**src/rtl/trig_capture.sv**
```systemverilog
module trig_capture #(
  parameter int TS_W = 32
) (
  input  logic            clk_i,
  input  logic            rst_ni,
  input  logic [1:0]      trig_i,
  input  logic [TS_W-1:0] tstamp_i,
  input  logic            ack_i,
  output logic [7:0]      activity_o,
  output logic [TS_W-1:0] stamp_o,
  output logic            irq_o
);
  logic [1:0] meta_q, sync_q, lvl_q, pend_q;
  logic [TS_W-1:0] stamp_q;
  logic [1:0] chg;
  logic       take_stamp;

  assign chg        = sync_q ^ lvl_q;
  assign take_stamp = (|chg) && ((pend_q == 2'b00) || ack_i);

  always_ff @(posedge clk_i) begin
    if (!rst_ni) begin
      meta_q  <= '0;
      sync_q  <= '0;
      lvl_q   <= '0;
      pend_q  <= '0;
      stamp_q <= '0;
    end else begin
      meta_q <= trig_i;
      sync_q <= meta_q;
      lvl_q  <= sync_q;
      pend_q <= (ack_i ? 2'b00 : pend_q) | chg;
      if (take_stamp) stamp_q <= tstamp_i;
    end
  end

  assign activity_o = {1'b0, lvl_q[1], lvl_q[0], 2'b00, pend_q[1], pend_q[0], 1'b0};
  assign stamp_o    = stamp_q;
  assign irq_o      = |pend_q;
endmodule


```
**config.mk**
```make
export PLATFORM = sky130hd
export DESIGN_NAME = trig_capture
export DESIGN_NICKNAME = d
export VERILOG_FILES = /design/src/rtl/trig_capture.sv
export SDC_FILE = /design/constraint.sdc
export NUM_CORES = 1
export LEC_CHECK = 0
export BUFFER_PORTS_ARGS = -buffer_cell sky130_fd_sc_hd__buf_2
export CELL_PAD_IN_SITES_DETAIL_PLACEMENT = 1
export CELL_PAD_IN_SITES_GLOBAL_PLACEMENT = 1
export CORE_UTILIZATION = 35
export DETAILED_ROUTE_END_ITERATION = 8
export PLACE_DENSITY_LB_ADDON = 0.15
export SETUP_SLACK_MARGIN = 0.15
export SYNTH_ARGS = -nofsm -noshare
export SYNTH_HDL_FRONTEND = slang
export SYNTH_SLANG_ARGS = --single-unit
```
**constraint.sdc**
```tcl
create_clock -name clk_i -period 3 [get_ports clk_i]
set_clock_uncertainty 0.1 [all_clocks]
set_input_delay 0.6 -clock clk_i [delete_from_list [all_inputs] [get_ports clk_i]]
set_output_delay 0.6 -clock clk_i [all_outputs]
set_load 0.01 [all_outputs]
```
; Word-level counts from Yosys, hierarchy flattened
; Index checks and enable logic that the tools add are counted.
[classes]
addsub = 0
n_mul = 0
n_div = 0
n_lt_le_gt_ge = 0
n_eq_ne = 0
n_shift = 0
muxes = 1
bitwise_logic = 2
reduce_logical = 5
[op_table]
columns = operator, count
row1 = $reduce_or 2->1, 2
row2 = $logic_not 2->1, 1
row3 = $mux 2, 1
row4 = $or 2x2->2, 1
row5 = $xor 2x2->2, 1
row6 = $logic_and 1x1->1, 1
row7 = $logic_or 1x1->1, 1
[word_totals]
reg_bits = 40
latchBits = 0
ram_bits = 0
rom_bits = 0
inputBits = 37
out_inout_bits = 41
elab_cells = 13
n_memories = 0

; Logic depth before layout (Yosys ltp)
; Gate-level depths: netlist of the first run.
[logic_depth]
depth_word = 3
mapped_depth = 4
depth_no_buf = 3

; Worst setup path after synthesis of the first run
; Ideal clock, no wire load.
[synth_timing]
kind = input-to-reg
startpoint = in ack_i
endpoint = reg stamp_q[0] (netlist: stamp_o[0])
setup_time_ps = 72
t_arrival_ps = 1310
t_required_ps = 2828
path_slack_ps = 1518
cell_stages = 4
n_path_buf = 1
path_cell_list = inv_1 a22oi_4 buf_12 mux2i_1
[synth_via]
elab_chain_len = 2
[synth_rtl]
columns = element, line
row1 = from (decl), 8  ; input logic ack_i,
row2 = $logic_or 1x1->1, 19  ; assign take_stamp = (|chg) && ((pend_q == 2'b00) || ack_i);
row3 = $logic_and 1x1->1, 19
row4 = to (signal assigned), 33  ; if (take_stamp) stamp_q <= tstamp_i;
row5 = to (decl), 14  ; logic [TS_W-1:0] stamp_q;
; Every way passes these cells.
; A chain may end at the register's enable or synchronous reset.

; Worst setup path after layout of the first run
[layout_timing]
startpoint = reg pend_q[1]
endpoint = out irq_o
[layout_via]
elab_chain_len = 1
[layout_rtl]
columns = element, line
row1 = from (decl), 13  ; logic [1:0] meta_q, sync_q, lvl_q, pend_q;
row2 = from (signal assigned), 32  ; pend_q <= (ack_i ? 2'b00 : pend_q) | chg;
row3 = $reduce_or 2->1, 39  ; assign irq_o = |pend_q;
row4 = to (decl), 11  ; output logic irq_o
; Every way passes these cells.

==> results of run 1 <==
## power by group through the flow
stage | logic (mW) | clock network [mW] | registers (mW)
after floorplan | 0.118 | 0 | 0.619
after global placement | 0.192 | 0 | 0.603
after detailed placement | 0.194 | 0 | 0.603
after CTS | 0.196 | 0.380 | 0.591
after global routing | 0.210 | 0.403 | 0.596
final | 0.191 | 0.366 | 0.591
## state kept, by name, summed over array words and instances (netlist names)
signal   count
lvl_q        2
meta_q       2
pend_q       2
stamp_o     32
sync_q       2
## worst register-to-register path, cell delays in order (launching register included)
cell and delay (ps):
dfxtp_1 320, or2_4 260, a22oi_4 200, buf_4 320
mux2i_1 240
## layer usage
layer / GRT usage / up-vias
met5: 0 / -
met4: 0.0467 / 0
met3: 0.0422 / 4
met2: 0.257 / 42
met1: 0.187 / 593
li1: - / 663
## stage by stage
step / std cells / setup WS [ps] / power [mW] / util
global route: 292 / 1250 / 1.21 / 0.467
finish: 292 / 1300 / 1.15 / 0.467
global placement: 284 / 1200 / 0.794 / 0.446
detailed placement: 284 / 1170 / 0.797 / 0.446
floorplan: 170 / 1520 / 0.737 / -
CTS: 292 / 1280 / 1.17 / 0.467
## final timing paths
| path | start | end | slack, ps | depth (start not counted) |
|---|---|---|---|---|
| hold / removal | meta_q[1] | sync_q[1] | 340 | 1 |
| setup / recovery | pend_q[1] | irq_o | 1300 | 2 |
| hold reg to reg | meta_q[1] | sync_q[1] | 340 | 1 |
| setup reg to reg | pend_q[1] | stamp_o[9] | 1480 | 4 |
## logic make-up after synthesis
kind of cell | count (synthesis)
multiplexers | 32
AO/OA/AOI/OAI | 3
AND/OR/NAND/NOR | 73
flip-flops | 40
XOR/XNOR | 2
other | 1
buffers and inverters | 16
## final cells by class
cell class	instances	share of cell area
clock buffer	6	0.0403
clock inverter	2	0.00489
inverter	1	0.00183
multi-input combinational	114	0.337
sequential	40	0.391
tap	52	0.0318
timing repair buffer	77	0.193
## synthesized netlist by cell type, drive strengths merged
cell    instances
mux2i          32
nand2          66
and2            6
conb            1
a22oi           1
inv             1
a21boi          2
clkbuf          8
buf             7
dfxtp          40
xnor2           2
or2             1
==> metrics.yaml, run 1 <==
logic_synthesis:
  yosys.area_share.adder: 0
  synth_cell_types: 14
  synth_top_area_cell: "dfxtp_1"
  synth_compound_area_frac: 0.0226
  syn_inst: 167
  synth-seq-cells: 40
  synth_top_family_by_area: "multiplexers"
  synthTopCellsByArea: "dfxtp_1 (50%), mux2i_1 (20%), nand2_1 (15%)"
  syn_area_per_cell_sq_um: 9.61
  synth_area_sq_um: 1600
  ys_seq_area_frac: 0.499
  synthSimpleGateAreaFrac: 0.183
  yosys.area_share.xor_xnor: 0.0156
  yosys_warnings: 0
  synthMuxAreaShare: 0.200
  synth_top_area_frac: 0.499
timing:
  period_needed_ps: 1700
  worst_pin_slew_ps: 608
  final.setup.tns_ps: 0
  finalCritPeriodShare: 0.568
  fin_hold_ws_ps: 342
  setup-violations-final: 0
  finalHoldViolations: 0
  fmax_ghz: 0.587
  drv_slew: 0
  grt_setup_unrepaired: "no"
  relSlewSlack: 0.594
setup_path:
  crit_family: "flip-flops"
  worstPathCellList: "or2_4 > buf_2"
  end_kind: "primary output"
  worstPathBufferInverterCount: 1
  worstSetupPathType: "reg2out"
  required_ps: 2300
  worstPathMaxFanout: 3
  critPathLaunchType: "register"
  slowest_delay_ps: 320
  crit_slowest_cell: "dfxtp_1"
  critPathArrivalTime_ps: 1000
finish:
  seq_area_sq_um: 801
  area_growth_pct: 27.7
  antennaDiodeCount: 0
  drive_above_1_share: 0.367
  final_area_sq_um: 2050
  final_common_cell: "buf_2"
  final.fill_count: 553
  final_cell_mix: "buf_2 (73), nand2_1 (66), dfxtp_1 (40), mux2i_1 (32)"
  final_nets: 276
  multi_input_area_sq_um: 691
detailed_routing:
  met2WireLength_mm: 1.67
  drtAntennaViolNets: 0
  top_layer: "met4"
  routed_wirelength_mm: 3.52
  wl_met3_um: 209
  dr.pass1.iters: 3
  via_count: 1302
  drt-met1-wl_mm: 1.60
  drtIter0Drc: 27
  wl_per_cell_um: 12.0
  viasPerCell: 4.46
  drcViolationCount: 0
clock_tree:
  cts_max_path_buffers: 2
  hold_buffers: 0
  clkSinkCount: 40
  cts-root-buf: "clkbuf_8"
  clkLatencyLatePin_ps: 280
  cts_buffers: 5
  cts_tree: "done"
  cts.clk_slew.worst_paths_ps: 70
  h-tree-depth: 2
  ctsResizeCount: 0
  cts_setup_buffers: 0
run:
  drv_cap: 0
power_and_ir_drop:
  powerDensity_nw_per_um2: 560
  p_comb_frac: 0.166
  p_int_uw: 844
  power_frac_clock: 0.319
  peakVddDrop_mv: 0.221
  p_switching_uw: 303
  pwr-share-seq: 0.515
  p_leak_nw: 1.02
  switching_share: 0.264
floorplan:
  io_pins: 78
  die_h_um: 69.7
  initial_core_util: 0.366
  core-area_sq_um: 4380
  die_x_um: 69.7
  std_cell_rows: 24
  dieArea_sq_um: 4860
global_routing:
  antenna_found_initial: 0
  grtUsageTotal: 0.152
  grt_max_degree: 39
  grt_pass1_vias: 1329
  grt_overflow: 0
  grt_pass1_wl_mm: 5.97
placed_design:
  gp_congestion: 0.680
  place_hpwl_mm: 2.59
  dpl_cell_area_sq_um: 1960
  port_buffers: 73
outcome:
  status: "finished clean"
worst_hold_path:
  hold_path_class: "reg2reg"
Note: power is estimated with default switching activity, not from simulation.
==> run 2, diff against run 1 <==
ABC_AREA = 1   (was default)
CORE_UTILIZATION = 29   (was 35)
clock period = 1.45 ns   (was 3 ns; I/O delays follow)
==> run 2 against run 1 <==
  * Synthesized cell count increased by 51%
  * Combinational power increased to 3.6 times the previous value
  * Synthesized area increased by 13%
  * Design area increased by 23%
  * Setup slack got worse by 1200 ps
  * Via count increased by 36%
  * Global-route usage decreased by 1.4 points
  * Sequential cell count unchanged
  * Critical path depth unchanged
  * Total power increased by 140%
  * Clock-buffer cell count increased by 1
  * First-iteration DRC count increased by 110%
  * Critical path type unchanged
  * Largest power group unchanged
==> metrics.yaml, run 2 <==
outcome:
  status: "finished clean"  # unchanged
global_routing:
  grt_max_degree: 65  # was 39
  grt_pass1_vias: 1565  # was 1329
  grt_pass1_wl_mm: 6.84  # was 5.97 mm
  grt_overflow: 0  # unchanged
  grtUsageTotal: 0.137  # was 0.152
  antenna_found_initial: 0  # unchanged
setup_path:
  worstSetupPathType: "reg2out"  # unchanged
  worstPathMaxFanout: 3  # unchanged
  critPathLaunchType: "register"  # unchanged
  r2r_slack_ps: 150  # was 1480 ps
  reg2reg_from: "pend_q[0]"  # was pend_q[1]
  r2r-end: "stamp_o[14]"  # was stamp_o[9]
  end_kind: "primary output"  # unchanged
  required_ps: 1060  # was 2300 ps
  worstPathCellList: "or2_4 > buf_6"  # was or2_4 > buf_2
  crit_slowest_cell: "dfxtp_2"  # was dfxtp_1
  critPathArrivalTime_ps: 1010  # was 1000 ps
  slowest_delay_ps: 320  # about the same
  ff2ff_path_depth: 6  # was 4
logic_synthesis:
  yosys_warnings: 0  # unchanged
  async_flop_share: 0  # unchanged
  synth_area_sq_um: 1820  # was 1600 sq um
  synth-seq-cells: 40  # unchanged
  yosysMostFrequentCell: "nand2_1"  # unchanged
  synth_cell_types: 14  # unchanged
  synth-edff-count: 0  # unchanged
  ys_top_cells_by_count: "nand2_1 (45), inv_1 (44), dfxtp_1 (40)"  # was nand2_1 (66), dfxtp_1 (40), mux2i_1 (32)
  synthTopCellsByArea: "dfxtp_1 (44%), a21oi_1 (9.4%), nand2_1 (9.3%)"  # was dfxtp_1 (50%), mux2i_1 (20%), nand2_1 (15%)
  synth_ff_type: "dfxtp_1"  # unchanged
  synth_top_area_cell: "dfxtp_1"  # unchanged
  synth_top_area_frac: 0.441  # was 0.499
  ys_seq_area_frac: 0.441  # was 0.499
  syn_inst: 252  # was 167
  syn_area_per_cell_sq_um: 7.21  # was 9.61 sq um
floorplan:
  core-area_sq_um: 5990  # was 4380 sq um
  dieArea_sq_um: 6590  # was 4860 sq um
  initial_core_util: 0.303  # was 0.366
  die_x_um: 81.2  # was 69.7 um
  io_pins: 78  # unchanged
  std_cell_rows: 28  # was 24
  die_h_um: 81.2  # was 69.7 um
detailed_routing:
  drtIter0Drc: 56  # was 27
  routed_wirelength_mm: 5.52  # was 3.52 mm
  via_count: 1776  # was 1302
  wl_per_cell_um: 13.6  # was 12.0 um
  drtAntennaViolNets: 0  # unchanged
  drcViolationCount: 0  # unchanged
  dr.pass1.iters: 2  # was 3
  viasPerCell: 4.37  # was 4.46
placed_design:
  port_buffers: 73  # unchanged
  place_hpwl_mm: 2.84  # was 2.59 mm
  gp_congestion: 0.641  # was 0.680
timing:
  grt_setup_unrepaired: "yes"  # was no
  period_needed_ps: 1400
  fmax_ghz: 0.715
  relSlewSlack: 0.658  # was 0.594
  finalCritPeriodShare: 0.964
  final.setup.tns_ps: 0  # unchanged
  finalHoldViolations: 0  # unchanged
  drv_slew: 0  # unchanged
  setup-violations-final: 0  # unchanged
  worst_pin_slew_ps: 511  # was 608 ps
finish:
  final.fill_count: 780  # was 553
  postLayoutCoreUtil: 0.421  # was 0.467
  antennaDiodeCount: 0  # unchanged
  final_cell_mix: "buf_2 (72), nand2_1 (44), inv_1 (43), dfxtp_1 (35)"  # was buf_2 (73), nand2_1 (66), dfxtp_1 (40), mux2i_1 (32)
  final_nets: 368  # was 276
  drive_above_1_share: 0.329  # was 0.367
  final_common_cell: "buf_2"  # unchanged
  area_growth_pct: 38.8  # was 27.7%
  largest_reg_flops: 32  # unchanged
clock_tree:
  cts_buffers: 5  # unchanged
  clkSinkCount: 40  # unchanged
  cts_max_path_buffers: 2  # unchanged
  cts.clk_slew.worst_paths_ps: 70  # about the same
  cts-root-buf: "clkbuf_8"  # unchanged
  hold_buffers: 0  # unchanged
  h-tree-depth: 2  # unchanged
  cts_tree: "done"  # unchanged
  clkLatencyLatePin_ps: 280  # about the same
worst_hold_path:
  min_path_cells: 3  # was 1
  hold_path_end: "meta_q[1]"  # was sync_q[1]
  min_from: "trig_i[1]"  # was meta_q[1]
  hold_path_class: "in2reg"  # was reg2reg
run:
  drv_cap: 0  # unchanged
power_and_ir_drop:
  p_leak_nw: 1.38  # was 1.02 nW
  powerDensity_nw_per_um2: 1090  # was 560 nW/um^2
  peakVddDrop_mv: 0.451  # was 0.221 mV
==> run 2: changes by cell type after synthesis, moves of 2 or more <==
cell	previous run	this run
buf_6	0	11
clkbuf_1	8	0
nor2_1	0	32
buf_2	0	4
a21oi_1	0	34
nand2_1	66	45
a21boi_0	2	0
and2_1	6	0
mux2i_1	32	0
buf_12	3	0
nand3_1	0	32
inv_1	1	44
==> run 2: cell families after synthesis <==
| family | synth area share |
|---|---|
| other | 0.00206 |
| AND/OR/NAND/NOR | 0.273 |
| AO/OA/AOI/OAI | 0.0937 |
| flip-flops | 0.441 |
| buffers and inverters | 0.191 |
==> run 2: how the worst max path moves through the flow <==
stage,startpoint,cells after the start,endpoint
floorplan,pend_q[1],6,stamp_o[10]
global placement,pend_q[1],5,stamp_o[14]
detailed placement,pend_q[1],5,stamp_o[18]
CTS,pend_q[0],2,irq_o
global route,pend_q[0],2,irq_o
finish,pend_q[0],2,irq_o
==> run 2: area by class of cell <==
type	instances	area [sq um]	area share
sequential	40	807	0.320
clock buffer	7	96.3	0.0382
tap	75	93.8	0.0372
inverter	44	169	0.0670
timing repair buffer	84	564	0.224
multi-input combinational	156	791	0.314
==> run 2: where the power goes <==
group	internal (mW)	switching [mW]	total [mW]
clock	0.424	0.374	0.798
sequential	1.20	0.0542	1.26
combinational	0.311	0.380	0.691
==> run 2: critical path, delay by kind of cell, from the launching register on <==
kind / cells / cell delay, ps
buf+inv: 1 / 130
flops: 1 / 320
simple gates: 1 / 270
==> run 2: repair_timing <==
item / CTS / global route
resized for setup: 3 / 12
pin swaps: 1 / 1
endpoints found under the setup margin: 33 / 33
setup buffers: 1 / 2
cloned: 0 / 10
==> run 2: through the flow <==
step	std cells	total power [mW]	cell area, sq um	setup slack (ps)	hold slack, ps
3_5_place_dp	386	1.83	2170	61.6	301
5_1_grt	406	2.91	2520	16.1	88.0
2_1_floorplan	255	1.65	1830	233	288
3_3_place_gp	386	1.81	2170	96.0	294
4_1_cts	394	2.63	2280	34.0	78.7
6_report	406	2.75	2520	51.8	85.3
==> run 2: layer usage <==
| metal | share of wire | up-vias | GRT usage |
|---|---|---|---|
| met5 | 0 | - | 0 |
| met4 | 0.011 | 0 | 0.0643 |
| met3 | 0.043 | 5 | 0.0348 |
| met2 | 0.48 | 44 | 0.245 |
| met1 | 0.46 | 803 | 0.151 |
| li1 | - | 924 | - |
==> run 3, diff against run 2 <==
RECOVER_POWER = 50   (was default)
==> run 3 against run 2 <==
  * Routed wire length grew 0.11%
  * Via count is essentially flat
  * Non-clock buffer count is the same
  * Critical path type unchanged
  * Register-to-register slack lost 20 ps
  * Critical path depth is the same
  * Largest power group unchanged
  * Clock-buffer cell count is the same
  * First-iteration DRC count shrank 32%
  * Final cell count is the same
  * Sequential share of layout area grew 0.58 points
  * Sequential power is essentially flat
  * Design area shrank 2.1%
  * Fmax is essentially flat
==> metrics.yaml, run 3 (same netlist as run 2, synthesis figures left out) <==
worst_hold_path:
  min_path_cells: 3  # unchanged
  min_from: "trig_i[1]"  # unchanged
  hold_path_class: "in2reg"  # unchanged
  hold_path_end: "meta_q[1]"  # unchanged
detailed_routing:
  viasPerCell: 4.38  # was 4.37
  drtIter0Drc: 38  # was 56
  routed_wirelength_mm: 5.52  # about the same
  wl_per_cell_um: 13.6  # about the same
  drcViolationCount: 0  # unchanged
  drtAntennaViolNets: 0  # unchanged
  via_count: 1777  # was 1776
  dr.pass1.iters: 4  # was 2
finish:
  drive_above_1_share: 0.239  # was 0.329
  area_growth_pct: 35.9  # was 38.8%
  finalNonFillerCells: 406  # unchanged
  final_nets: 368  # unchanged
  seq_area_sq_um: 805  # was 807 sq um
  final_area_sq_um: 2470  # was 2520 sq um
  multi_input_area_sq_um: 791  # unchanged
  antennaDiodeCount: 0  # unchanged
  largest_reg_flops: 32  # unchanged
  final_cell_mix: "nand2_1 (44), buf_2 (44), inv_1 (43), dfxtp_1 (37)"  # was buf_2 (72), nand2_1 (44), inv_1 (43), dfxtp_1 (35)
  final.fill_count: 786  # was 780
setup_path:
  crit_slowest_cell: "dfxtp_2"  # unchanged
  worstSetupPathType: "reg2out"  # unchanged
  worstPathBufferInverterCount: 1  # unchanged
  crit_family: "flip-flops"  # unchanged
  r2r_slack_ps: 130  # was 150 ps
  critPathLaunchType: "register"  # unchanged
  worstPathCellList: "or2_4 > buf_6"  # unchanged
  required_ps: 1060  # about the same
  critPathArrivalTime_ps: 1010  # about the same
  ff2ff_path_depth: 6  # unchanged
  reg2reg_from: "pend_q[0]"  # unchanged
  r2r-end: "stamp_o[12]"  # was stamp_o[14]
  slowest_delay_ps: 320  # about the same
  worstPathMaxFanout: 3  # unchanged
  end_kind: "primary output"  # unchanged
timing:
  drv_slew: 0  # unchanged
  worst_pin_slew_ps: 808  # was 511 ps
  setup-violations-final: 0  # unchanged
  fmax_ghz: 0.716  # was 0.715 GHz
  relSlewSlack: 0.461  # was 0.658
  grt_setup_unrepaired: "yes"  # unchanged
  final.setup.tns_ps: 0  # unchanged
  period_needed_ps: 1400  # about the same
  finalCritPeriodShare: 0.963  # was 0.964
  finalHoldViolations: 0  # unchanged
global_routing:
  antenna_found_initial: 0  # unchanged
  grt_max_degree: 65  # unchanged
  grtUsageTotal: 0.137  # unchanged
  grt_pass1_vias: 1565  # unchanged
  grt_pass1_wl_mm: 6.84  # unchanged
  grt_overflow: 0  # unchanged
run:
  drv_cap: 0  # unchanged
floorplan:
  std_cell_rows: 28  # unchanged
  io_pins: 78  # unchanged
  die_x_um: 81.2  # unchanged
  initial_core_util: 0.303  # unchanged
  die_h_um: 81.2  # unchanged
  core-area_sq_um: 5990  # unchanged
  dieArea_sq_um: 6590  # unchanged
power_and_ir_drop:
  p_leak_nw: 1.26  # was 1.38 nW
  peakVddDrop_mv: 0.448  # was 0.451 mV
  powerDensity_nw_per_um2: 1100  # was 1090 nW/um^2
  power_frac_clock: 0.294  # was 0.291
  fin_total_pwr_mw: 2.73  # was 2.75 mW
  p_switching_uw: 814  # was 809 uW
  switching_share: 0.299  # was 0.295
  pwr-share-seq: 0.461  # was 0.457
  p_comb_frac: 0.244  # was 0.252
  p_int_mw: 1.91  # was 1.94 mW
placed_design:
  gp_congestion: 0.641  # unchanged
  place_hpwl_mm: 2.84  # unchanged
  dp.cells: 386  # unchanged
  dpl_cell_area_sq_um: 2170  # unchanged
  port_buffers: 73  # unchanged
outcome:
  status: "finished clean"  # unchanged
clock_tree:
  hold_buffers: 0  # unchanged
  clkSinkCount: 40  # unchanged
  cts.clk_slew.worst_paths_ps: 70  # about the same
  cts-root-buf: "clkbuf_8"  # unchanged
  clkLatencyLatePin_ps: 280  # about the same
  cts_buffers: 5  # unchanged
  h-tree-depth: 2  # unchanged
  cts_max_path_buffers: 2  # unchanged
  cts_tree: "done"  # unchanged
run 3: what timing repair did:
item | CTS | global route
setup endpoints to repair | 33 | 33
pin swaps | 1 | 1
buffers inserted | 1 | 2
gates cloned | 0 | 10
gates resized for setup | 3 | 12
run 3: final cells by class:
| type | instances | area share |
|---|---|---|
| Clock buffer | 7 | 0.0390 |
| Inverter | 44 | 0.0684 |
| Multi-Input combinational cell | 156 | 0.320 |
| Sequential cell | 40 | 0.326 |
| Tap cell | 75 | 0.0380 |
| Timing Repair Buffer | 84 | 0.208 |
run 3: how the worst max path moves through the flow:
| stage | start | to | slack, ps | cells past startpoint |
|---|---|---|---|---|
| detailed placement | pend_q[1] | stamp_o[18] | 60 | 5 |
| global placement | pend_q[1] | stamp_o[14] | 100 | 5 |
| finish | pend_q[0] | irq_o | 50 | 2 |
| floorplan | pend_q[1] | stamp_o[10] | 230 | 6 |
| global route | pend_q[0] | irq_o | 20 | 2 |
| CTS | pend_q[0] | irq_o | 30 | 2 |
run 3: worst register-to-register path: stages, from the launching register on:
cell	delay (ps)
dfxtp_2	320
or2_4	270
buf_4	160
nand2_8	130
nand3_1	110
nand2_1	70
nor2_1	50
run 3: per-layer routing:
layer	wire [um]	vias to the layer above	share of wire	GRT usage
li1	-	926	-	-
met1	2540	802	0.46	0.151
met2	2690	44	0.49	0.245
met3	232	5	0.042	0.0348
met4	55	0	0.010	0.0643
met5	0	-	0	0
run 3: through the flow:
stage	setup WS, ps	hold slack (ps)	util
2_1_floorplan	233	288	-
3_5_place_dp	61.6	301	0.362
3_3_place_gp	96.0	294	0.362
4_1_cts	34.0	78.7	0.380
5_1_grt	16.1	88.0	0.412
6_report	53.1	86.6	0.412
run 3: power by group through the flow:
stage | clock (mW) | combinational [mW] | sequential [mW]
2_1_floorplan | 0 | 0.332 | 1.32
3_3_place_gp | 0 | 0.532 | 1.28
3_5_place_dp | 0 | 0.549 | 1.28
4_1_cts | 0.824 | 0.556 | 1.25
5_1_grt | 0.874 | 0.742 | 1.27
6_report | 0.802 | 0.666 | 1.26
